**config.mk**
```make
export PLATFORM = sky130hd
export DESIGN_NAME = wcopy_engine
export DESIGN_NICKNAME = d
export VERILOG_FILES = /design/src/rtl/wcopy_pkg.sv /design/src/rtl/wcopy_seq.sv /design/src/rtl/wcopy_regs.sv /design/src/rtl/wcopy_engine.sv
export SDC_FILE = /design/constraint.sdc
export NUM_CORES = 1
export LEC_CHECK = 0
export BUFFER_PORTS_ARGS = -buffer_cell sky130_fd_sc_hd__buf_2
export CELL_PAD_IN_SITES_DETAIL_PLACEMENT = 0
export CELL_PAD_IN_SITES_GLOBAL_PLACEMENT = 1
export CORE_MARGIN = 8
export CORE_UTILIZATION = 29
export CTS_CLUSTER_SIZE = 12
export DETAILED_ROUTE_END_ITERATION = 10
export GPL_TIMING_DRIVEN = 0
export PLACE_DENSITY = 0.88
export SLEW_MARGIN = 20
export SYNTH_ARGS = -nofsm -noshare
export SYNTH_HDL_FRONTEND = slang
export SYNTH_SLANG_ARGS = --single-unit
export TNS_END_PERCENT = 5
```
**constraint.sdc**
```tcl
create_clock -name clk -period 1.7 [get_ports clk]
set_input_delay 0.085 -clock clk [delete_from_list [all_inputs] [get_ports clk]]
set_output_delay 0.085 -clock clk [all_outputs]
set_load 0.005 [all_outputs]
```
**src/rtl/wcopy_pkg.sv**
```systemverilog
package wcopy_pkg;

    localparam int WORD_BYTES = 4;

    typedef enum logic [1:0] {
        ST_IDLE  = 2'd0,
        ST_READ  = 2'd1,
        ST_WRITE = 2'd2,
        ST_FIN   = 2'd3
    } wc_state_e;

    typedef struct packed {
        logic load;   // capture start operands
        logic step;   // advance pointers, lower count
    } wc_ctl_t;

endpackage

```
**src/rtl/wcopy_seq.sv**
```systemverilog
module wcopy_seq
    import wcopy_pkg::*;
(
    input  logic      clk,
    input  logic      rst,
    input  logic      start,
    input  logic      start_zero,
    input  logic      last_word,
    output wc_state_e state,
    output wc_ctl_t   ctl
);

    wc_state_e state_q, state_d;

    always_comb begin
        state_d  = state_q;
        ctl.load = 1'b0;
        ctl.step = 1'b0;
        case (state_q)
            ST_IDLE: begin
                if (start) begin
                    ctl.load = 1'b1;
                    state_d  = start_zero ? ST_FIN : ST_READ;
                end
            end
            ST_READ:  state_d = ST_WRITE;
            ST_WRITE: begin
                ctl.step = 1'b1;
                state_d  = last_word ? ST_FIN : ST_READ;
            end
            ST_FIN:   state_d = ST_IDLE;
            default:  state_d = ST_IDLE;
        endcase
    end

    always_ff @(posedge clk) begin
        if (rst) state_q <= ST_IDLE;
        else     state_q <= state_d;
    end

    assign state = state_q;

    AST_READ_THEN_WRITE: assert property (@(posedge clk) disable iff (rst)
        (state_q == ST_READ) |=> (state_q == ST_WRITE));

endmodule

```
**src/rtl/wcopy_regs.sv**
```systemverilog
module wcopy_regs
    import wcopy_pkg::*;
#(
    parameter int ADDR_W = 16,
    parameter int CNT_W  = 8
) (
    input  logic              clk,
    input  logic              rst,
    input  wc_ctl_t           ctl,
    input  logic [ADDR_W-1:0] src_in,
    input  logic [ADDR_W-1:0] dst_in,
    input  logic [CNT_W-1:0]  cnt_in,
    output logic [ADDR_W-1:0] src_q,
    output logic [ADDR_W-1:0] dst_q,
    output logic [CNT_W-1:0]  cnt_q,
    output logic              last_word
);

    localparam logic [ADDR_W-1:0] STRIDE = ADDR_W'(WORD_BYTES);
    localparam logic [CNT_W-1:0]  ONE    = CNT_W'(1);

    always_ff @(posedge clk) begin
        if (rst) begin
            src_q <= '0;
            dst_q <= '0;
            cnt_q <= '0;
        end else if (ctl.load) begin
            src_q <= src_in;
            dst_q <= dst_in;
            cnt_q <= cnt_in;
        end else if (ctl.step) begin
            src_q <= src_q + STRIDE;
            dst_q <= dst_q + STRIDE;
            cnt_q <= cnt_q - ONE;
        end
    end

    assign last_word = (cnt_q == ONE);

    AST_STEP_NEVER_AT_ZERO: assert property (@(posedge clk) disable iff (rst)
        ctl.step |-> (cnt_q != '0));

endmodule

```
**src/rtl/wcopy_engine.sv**
```systemverilog
module wcopy_engine
    import wcopy_pkg::*;
#(
    parameter int ADDR_W = 16,
    parameter int DATA_W = 32,
    parameter int CNT_W  = 8
) (
    input  logic              clk,
    input  logic              rst,
    input  logic              start_i,
    input  logic [ADDR_W-1:0] src_i,
    input  logic [ADDR_W-1:0] dst_i,
    input  logic [CNT_W-1:0]  cnt_i,
    output logic [ADDR_W-1:0] mem_addr_o,
    output logic              mem_re_o,
    output logic              mem_we_o,
    output logic [DATA_W-1:0] mem_wdata_o,
    input  logic [DATA_W-1:0] mem_rdata_i,
    output logic              busy_o,
    output logic              done_o,
    output logic [ADDR_W-1:0] src_o,
    output logic [ADDR_W-1:0] dst_o,
    output logic [CNT_W-1:0]  cnt_o
);

    wc_state_e state;
    wc_ctl_t   ctl;
    logic      last_word;

    wcopy_seq u_seq (
        .clk        (clk),
        .rst        (rst),
        .start      (start_i),
        .start_zero (cnt_i == '0),
        .last_word  (last_word),
        .state      (state),
        .ctl        (ctl)
    );

    wcopy_regs #(.ADDR_W(ADDR_W), .CNT_W(CNT_W)) u_regs (
        .clk       (clk),
        .rst       (rst),
        .ctl       (ctl),
        .src_in    (src_i),
        .dst_in    (dst_i),
        .cnt_in    (cnt_i),
        .src_q     (src_o),
        .dst_q     (dst_o),
        .cnt_q     (cnt_o),
        .last_word (last_word)
    );

    assign mem_re_o    = (state == ST_READ);
    assign mem_we_o    = (state == ST_WRITE);
    assign mem_addr_o  = mem_we_o ? dst_o : src_o;
    assign mem_wdata_o = mem_rdata_i;
    assign busy_o      = (state != ST_IDLE);
    assign done_o      = (state == ST_FIN);

    AST_STROBES_EXCLUSIVE: assert property (@(posedge clk) disable iff (rst)
        !(mem_re_o && mem_we_o));

    AST_PTR_ADVANCE: assert property (@(posedge clk) disable iff (rst)
        mem_we_o |=> (src_o == $past(src_o) + ADDR_W'(WORD_BYTES))
                  && (dst_o == $past(dst_o) + ADDR_W'(WORD_BYTES)));

    AST_CNT_DECREMENT: assert property (@(posedge clk) disable iff (rst)
        mem_we_o |=> (cnt_o == $past(cnt_o) - CNT_W'(1)));

    AST_DONE_SINGLE: assert property (@(posedge clk) disable iff (rst)
        done_o |=> !done_o);

    AST_DONE_CNT_ZERO: assert property (@(posedge clk) disable iff (rst)
        done_o |-> (cnt_o == '0));

    AST_BUSY_START_IGNORED: assert property (@(posedge clk) disable iff (rst)
        (start_i && busy_o && !done_o) |=> busy_o);

endmodule

```
* Word-level counts from Yosys, hierarchy flattened
Index checks and enable logic that the tools add are counted.
** Operators by class
- Add/sub/neg operators :: 3
- $mul :: 0
- Div/mod/pow operators :: 0
- Order comparisons :: 0
- Equality and inequality tests :: 5
- Shifts and indexed selects :: 0
- Multiplexer cells :: 14
- Bitwise operators :: 0
- Reductions and logical operators :: 4
** Operator list (count)
- 16-bit 2-to-1 mux :: 5
- 16-bit by 3-bit adder with 16-bit output, second input constant :: 2
- 8-bit 2-to-1 mux :: 2
- 8-bit by 1-bit == test with 1-bit output, second input constant :: 1
- 8-bit zero test :: 1
- 2-bit case mux with 4 select lines :: 1
- 8-bit by 1-bit subtractor with 8-bit output, second input constant :: 1
- 2-bit 2-to-1 mux :: 3
- 2-bit == test, second input constant :: 2
- 2-bit nonzero test :: 2
- 1-bit 2-to-1 mux :: 3
- 2-bit by 1-bit == test with 1-bit output, second input constant :: 1
- 2-bit zero test :: 1
- 2-bit inequality test, second input constant :: 1
** Word-level totals
- Bits in registers :: 42
- Bits in latches :: 0
- RAM bits :: 0
- Memory bits (read-only) :: 0
- Input port bits :: 75
- Output and inout bits :: 92
- Word-level logic and storage cells :: 30
- Memories :: 0

* Logic depth before layout (Yosys ltp)
Gate-level depths: netlist (run 1).
- Word-level depth :: 4
- Gate-level depth with buffers :: 6
- Depth with buffers taken out :: 6

* Hierarchy
Synthesis (run 1) repeated with hierarchy kept, for this count alone.
** Unflattened totals
- Cells, all modules :: 314
- Area total of the unflattened synthesis :: 2682.6 um2
** Modules (own cells, without submodules)
- wcopy_regs :: times used 1, cells each 248, area an instance 2052.0 um2, seq. area each 800.8 um2
- wcopy_engine :: times used 1, cells each 57, area an instance 536.8 um2, seq. area each 0.0 um2
- wcopy_seq :: times used 1, cells each 9, area an instance 93.8 um2, seq. area each 40.0 um2

* Least setup slack after synthesis (run 1)
OpenSTA, ideal clock, no wires.
- Kind :: register to register
- From :: register u_regs.src_q[2]
- To :: register u_regs.src_q[10]
- Setup time :: 0.074 ns
- Data arrival time :: 1.496 ns
- Required time :: 1.626 ns
- Slack :: 0.130 ns
- Stages on the path, launching flop included :: 7
- Buffers on the path :: 1
- Clock period less this slack :: 1.570 ns
- Path through :: dfxtp_1 > ha_1 > and4_1 > clkbuf_2 > nand4_1 > or3_1 > a31oi_1
** On the way
- Longest elaborated chain between the ends :: 3
** RTL lines
- start: declaration :: RTL line wcopy_regs.sv:13 : output logic [ADDR_W-1:0] src_q,
- start signal: assignment :: RTL line wcopy_regs.sv:28 : src_q <= src_in;
- start signal: assignment :: RTL line wcopy_regs.sv:32 : src_q <= src_q + STRIDE;
- 16-bit by 3-bit adder with 16-bit output :: RTL line wcopy_regs.sv:32
- 16-bit 2-to-1 mux :: RTL line wcopy_regs.sv:31 : end else if (ctl.step) begin
- 16-bit 2-to-1 mux :: RTL line wcopy_regs.sv:27 : end else if (ctl.load) begin
No other way between the ends. The select of a mux whose other input is x is not followed.
A chain may end at the register's enable or synchronous reset.

* Final worst setup path (run 1)
- From :: register u_seq.state_q[0] (netlist: u_seq.state[0])
- To :: register u_seq.state_q[1] (netlist: u_seq.state[1])
** On the way
- Longest elaborated chain between the ends :: 2
- Elaborated cells on any way between the ends :: 6
- Classes of those cells :: eq/ne (4); mux (1); reduce/logical (1)
** RTL lines
- start: declaration :: RTL line wcopy_seq.sv:13 : wc_state_e state_q, state_d;
- start signal: assignment :: RTL line wcopy_seq.sv:38 : else state_q <= state_d;
- 2-bit == test, or another cell as far along :: RTL line wcopy_seq.sv:19 : case (state_q)
- 2-bit case mux with 4 select lines or 2-bit inequality test (tied branches)
Several ways; a longest one is shown, not always the timed one.

==> metrics.cfg, run 1 <==
[finish]
area_growth_pct = 37.4
fin_area_mm2 = 0.00370
final_common_cell = buf_2
nets = 583
drive_gt1_share_pct = 42.6
n_fill_cell = 977
diodes = 0
most-common-layout-cells = buf_2 (138), nand2_1 (66), buf_4 (38)
finalNonFillerCells = 616
final_util_pct = 40.7

[synth]
synth_edf_count = 0
ys.flop_type = dfxtp_1
synth-seq-area-share_pct = 31.2
synth.distinct_cells = 52
async_flop_share_pct = 0
synth_nets = 441
synth_area_mm2 = 0.00270
synth-seq-cells = 42
synth_cells = 362
syn_area_per_cell_um2 = 7.44
ys_warn_count = 0

[floorplanning]
initial_core_util_pct = 29.6
core_mm2 = 0.00911
rows = 35
pin_count = 167
die_w_um = 112
dieArea_mm2 = 0.0126
dieHeight_um = 112

[power_and_ir_drop]
power_frac_seq_pct = 45.8
leakagePower_nw = 1.75
switchingPower_uw = 832
p_int_mw = 1.73
swShare_pct = 32.5
powerDensity_mw_per_mm2 = 691
pwr-share-clk_pct = 27.2
peakVddDrop_v = 0.000282
totalPowerFinal_mw = 2.56
combPwrFrac_pct = 27.0

[sta]
hold_violations = 0
finalWorstPathRequiredPeriod_ns = 1.65
fin_crit_sh_pct = 97.2
final_max_slew_viol_count = 0
worst_slew_pin_slew_ns = 0.578
slew_headroom_pct = 61.5
report.final.setup_viol = 0
fmax_mhz = 605
fin_worst_skew_ns = 0.00443
rsz0062_at_grt = true

[critical_path]
critPathKind = reg -> reg
cp_max_fo = 10
startpoint_type = flip-flop
crit_path_end_kind = flip-flop
crit_arrival_ns = 1.88
cp.required_ns = 1.93

[clock_network]
cts_sinks = 42
root_buffer = clkbuf_8
htree_num_levels = 2
cts-hold-fix-buffers = 0
cts_max_path_buffers = 2
cts_buffers = 5
clkSlewWorstSetupHoldPaths_ns = 0.08
cts_tree = built
clock_latency_ns = 0.30

[placed_design]
place.gp.congestion = 0.848
hpwlAfterDp_mm = 8.51
numPortBuffers = 133
postPlaceCellArea_mm2 = 0.00350
dp_cells = 606

[run]
cap_violations = 0

[detailed_routing]
vias = 3219
drc = 0
drtAntennaViolNets = 0
wire_per_inst_um = 17.4
dr.pass1.iters = 5
drtIter0Drc = 239
routed_via_density = 5.23
drt_wl_total_mm = 10.7

[global_route]
first_global_vias = 3208
grt_pass1_wl_mm = 16.6
grt_max_degree = 13
gr-total-overflow = 0
gr-usage-all-layers_pct = 16.2
antenna_found_initial = 0

[worst_hold_path]
hold_class = in -> reg

[status]
status = finished clean

[registers in the layout, summed over array words and instances (netlist names)]
signal        count
u_seq.state       2
u_regs.src_q     16
u_regs.dst_q     16
u_regs.cnt_q      8
[synth_stat cells, drive strengths merged, types with 2 or more instances]
| cell | instances | share of area (%) |
|---|---|---|
| dfxtp | 42 | 31 |
| nor2 | 24 | 3.3 |
| ha | 4 | 1.9 |
| a211oi | 15 | 4.4 |
| xor2 | 4 | 1.3 |
| a22oi | 3 | 0.84 |
| o22ai | 4 | 0.93 |
| o211ai | 4 | 1.1 |
| xnor2 | 7 | 2.3 |
| nand2 | 67 | 9.3 |
| inv | 12 | 1.7 |
| clkinv | 2 | 0.46 |
| o21ai | 16 | 3.0 |
| a221oi | 2 | 0.65 |
| and4 | 5 | 1.6 |
| buf | 42 | 11 |
| nand4b | 2 | 0.65 |
| o311ai | 3 | 0.98 |
| nand3 | 9 | 1.9 |
| or3 | 8 | 1.9 |
| nand4 | 8 | 2.1 |
| a31oi | 12 | 2.8 |
| nor3 | 4 | 0.74 |
| a21oi | 23 | 4.3 |
| nor4 | 7 | 1.6 |
| clkbuf | 15 | 2.1 |
[worst max-delay path: stages, from the launching register on]
cell and delay, ns:
dfxtp_2 0.35, nand2b_1 0.15, buf_6 0.14, clkinv_4 0.10, nand3_2 0.09, or4b_4 0.52
a211oi_2 0.21
[layout make-up]
type | instances | area (um^2) | share of cell area (%)
Buffer | 57 | 385 | 10.4
Clock buffer | 7 | 86.3 | 2.33
Clock inverter | 1 | 5.00 | 0.135
Inverter | 14 | 61.3 | 1.66
Multi-Input combinational cell | 249 | 1490 | 40.3
Sequential cell | 42 | 852 | 23.0
Tap cell | 111 | 139 | 3.75
Timing Repair Buffer | 135 | 681 | 18.4
[logic make-up after synthesis]
group / share of synthesized area [%]
and+or+nand+nor: 25.9
adders and majority gates: 1.86
xor gates and xnor gates: 3.57
AOI/OAI and AO/OA: 22.2
DFF: 31.2
buffers and inverters: 15.3
[power by group through the flow]
stage,combinational (mW),clock (mW),sequential [mW]
detailed placement,0.671,0,1.19
global placement,0.662,0,1.18
CTS,0.680,0.709,1.17
global route,0.766,0.747,1.19
finish,0.691,0.695,1.17
floorplan,0.357,0,1.17
[per-stage QoR]
step / setup WS [ns] / TNS [ns] / hold WS, ns
6_report: 0.0478 / 0 / 0.0133
2_1_floorplan: 0.130 / 0 / 0.221
5_1_grt: -0.0269 / -0.0516 / 0.0114
3_5_place_dp: -0.298 / -3.84 / 0.333
4_1_cts: -0.0283 / -0.0312 / 0.0106
3_3_place_gp: -0.243 / -2.48 / 0.330
[metal layers]
| layer | track usage (%) | routed length [um] | vias up |
|---|---|---|---|
| met5 | 0 | 0 | - |
| met3 | 6.17 | 1130 | 21 |
| li1 | - | - | 1537 |
| met4 | 5.94 | 242 | 0 |
| met2 | 27.6 | 5160 | 171 |
| met1 | 18.1 | 4200 | 1490 |
[path summary, 6_finish.rpt]
| kind | start | end | slack, ns | cells past startpoint |
|---|---|---|---|---|
| setup reg to reg | u_seq.state[0]$_SDFFE_PP0P_ | u_seq.state[1]$_SDFFE_PP0P_ | 0.05 | 6 |
| hold / removal | src_i[0] | u_regs.src_q[0]$_SDFFE_PP0P_ | 0.01 | 3 |
| setup / recovery | u_seq.state[0]$_SDFFE_PP0P_ | u_seq.state[1]$_SDFFE_PP0P_ | 0.05 | 6 |
| hold reg to reg | u_regs.src_q[0]$_SDFFE_PP0P_ | u_regs.src_q[0]$_SDFFE_PP0P_ | 0.48 | 2 |
[what timing repair did]
| item | CTS | global route |
|---|---|---|
| gates cloned | 0 | 0 |
| setup endpoints to repair | 49 | 45 |
| endpoints found under the hold margin | 0 | 0 |
| gates resized for setup | 14 | 30 |
| setup buffers | 0 | 2 |
(Power assumes the default switching activity.)
==> run 2, diff against run 1 <==
==> constraint.sdc (replaced) <==
create_clock -name clk -period 1.7 [get_ports clk]
set_input_delay 0.255 -clock clk [delete_from_list [all_inputs] [get_ports clk]]
set_output_delay 0.255 -clock clk [all_outputs]
set_load 0.005 [all_outputs]
==> metrics.cfg, run 2 (synthesis results as in run 1) <==
[detailed_routing]
wire_per_inst_um = 17.4  ; about the same
vias = 3227  ; +0.25%
drc = 0  ; unchanged
drt_wl_total_mm = 10.7  ; about the same
dr.pass1.iters = 4  ; -1
drtAntennaViolNets = 0  ; unchanged
drtIter0Drc = 233  ; -2.5%
routed_via_density = 5.24  ; +0.25%

[finish]
area_growth_pct = 39.5
drive_gt1_share_pct = 43.6  ; +0.99 points
diodes = 0  ; unchanged
most-common-layout-cells = buf_2 (138), nand2_1 (63), buf_4 (39)
reg.largest.list = u_regs.dst_q: 16 flops, u_regs.src_q: 16 flops, u_regs.cnt_q: 8 flops
final_common_cell = buf_2
multi_input_area_mm2 = 0.00150  ; +0.67%
register_area_um2 = 857  ; +0.59%
final_util_pct = 41.3  ; +0.62 points
nets = 583  ; unchanged
n_fill_cell = 976  ; -0.10%

[global_route]
grt_max_degree = 13  ; unchanged
antenna_found_initial = 0  ; unchanged
first_global_vias = 3223  ; +0.47%
grt_pass1_wl_mm = 16.7  ; +0.29%
gr-total-overflow = 0  ; unchanged
gr-usage-all-layers_pct = 16.3  ; +0.045 points

[sta]
finalWorstPathRequiredPeriod_ns = 1.71  ; +0.0571 ns
rsz0062_at_grt = true
fin_crit_sh_pct = 101  ; +3.4 points
fmax_mhz = 585  ; -3.3%
worst_slew_pin_slew_ns = 0.589  ; +0.0111 ns
final_max_slew_viol_count = 0  ; unchanged
fin_ws_ns = -0.00930  ; -0.0571 ns
hold_violations = 0  ; unchanged
report.final.setup_viol = 1  ; +1
slew_headroom_pct = 60.7  ; -0.74 points
fin_worst_skew_ns = 0.00466  ; +0.000226 ns

[placed_design]
place.gp.congestion = 0.848  ; unchanged
hpwlAfterDp_mm = 8.51  ; unchanged
post-place-ws_ns = -0.298  ; unchanged
numPortBuffers = 133  ; unchanged

[floorplanning]
rows = 35  ; unchanged
dieHeight_um = 112  ; unchanged
core_mm2 = 0.00911  ; unchanged
dieArea_mm2 = 0.0126  ; unchanged
pin_count = 167  ; unchanged
die_w_um = 112  ; unchanged
initial_core_util_pct = 29.6  ; unchanged

[clock_network]
cts_buffers = 5  ; unchanged
clock_latency_ns = 0.31  ; about the same
cts_max_path_buffers = 2  ; unchanged
htree_num_levels = 2  ; unchanged
cts_sinks = 42  ; unchanged
root_buffer = clkbuf_8
cts_tree = built
clkSlewWorstSetupHoldPaths_ns = 0.09  ; about the same

[critical_path]
max_stage_delay_ns = 0.38  ; -0.14 ns
critPathKind = reg -> out
crit_path_top_delay_cell = dfxtp_4
cp.required_ns = 1.44  ; -0.49 ns
cp_max_fo = 10  ; unchanged
startpoint_type = flip-flop
crit_arrival_ns = 1.45  ; -0.43 ns
crit_buf_inv = 4  ; +2
timing.rr.start = u_seq.state[0]$_SDFFE_PP0P_
critPathTopFamily = buffers and inverters
startpoint = u_seq.state[0]$_SDFFE_PP0P_
cp_cell_sequence = nand2b_4, buf_6, clkinv_8, clkbuf_16, o21ai_2, buf_2
crit_path_end_kind = primary output

[worst_hold_path]
hold_class = in -> reg
holdCritStartpoint = src_i[0]

[status]
status = complete, but fails checks
violations = setup timing

[run]
cap_violations = 0  ; unchanged

[power_and_ir_drop]
peakVddDrop_v = 0.000290  ; +2.8%
powerDensity_mw_per_mm2 = 684  ; -0.92%
leakagePower_nw = 1.77  ; +1.2%

-- run 2: cell types whose count changed in the layout (fill, tap and decap cells not counted), sizes merged --
| cell | previous run | this run |
|---|---|---|
| buf | 179 | 181 |
| clkinv | 2 | 3 |
| clkinvlp | 1 | 0 |
| clkbuf | 20 | 18 |
-- run 2: tightest hold or removal path: stages --
cell     delay (ns)
buf_2          0.09
nand2_1        0.04
a21oi_1        0.05
-- run 2: area by class of cell --
| type | count | area share, % |
|---|---|---|
| flip-flops and latches | 42 | 22.8 |
| clock inverters | 1 | 0.133 |
| plain buffers | 57 | 11.2 |
| inverters | 14 | 1.76 |
| well taps | 111 | 3.69 |
| repair buffers | 135 | 18.1 |
| clock buffers | 7 | 2.30 |
| multi-input cells | 249 | 40.0 |
-- run 2: worst paths after layout --
check                           slack [ns]                           end  cells past startpoint
worst max-delay path                -0.009                mem_addr_o[14]                      6
worst min-delay path                  0.18  u_regs.src_q[0]$_SDFFE_PP0P_                      3
worst max register to register        0.08   u_seq.state[1]$_SDFFE_PP0P_                      6
worst min register to register        0.48  u_regs.src_q[0]$_SDFFE_PP0P_                      2
-- run 2: repair_timing --
action                                  CTS  global route
setup buffers                             2             0
pin swaps                                 0             2
gates resized for setup                  27            32
endpoints found under the setup margin   50            35
hold buffers                              0             0
-- run 2: per-layer routing --
metal / vias up / share of wire [%] / wire length, um / track usage [%]
li1: 1541 / - / - / -
met1: 1481 / 39 / 4140 / 18.3
met2: 186 / 49 / 5240 / 27.7
met3: 19 / 11 / 1140 / 6.17
met4: 0 / 2.0 / 212 / 5.49
met5: - / 0 / 0 / 0
-- run 2: per-stage QoR --
step	hold slack (ns)	total power [mW]	cell area [um^2]	setup TNS [ns]	instances
6_report	0.176	2.57	3760	-0.00930	616
5_1_grt	0.181	2.71	3760	-0.338	616
2_1_floorplan	0.391	1.53	2700	0	362
3_3_place_gp	0.458	1.85	3500	-2.57	606
3_5_place_dp	0.465	1.86	3500	-4.03	606
4_1_cts	0.181	2.57	3680	-0.0104	616
-- run 2: report_power, final --
part           switching (mW)  leakage (nW)  internal [mW]
clock                   0.374        0.0482          0.328
sequential              0.108         0.350           1.07
combinational           0.360          1.37          0.339
total                   0.841          1.77           1.73
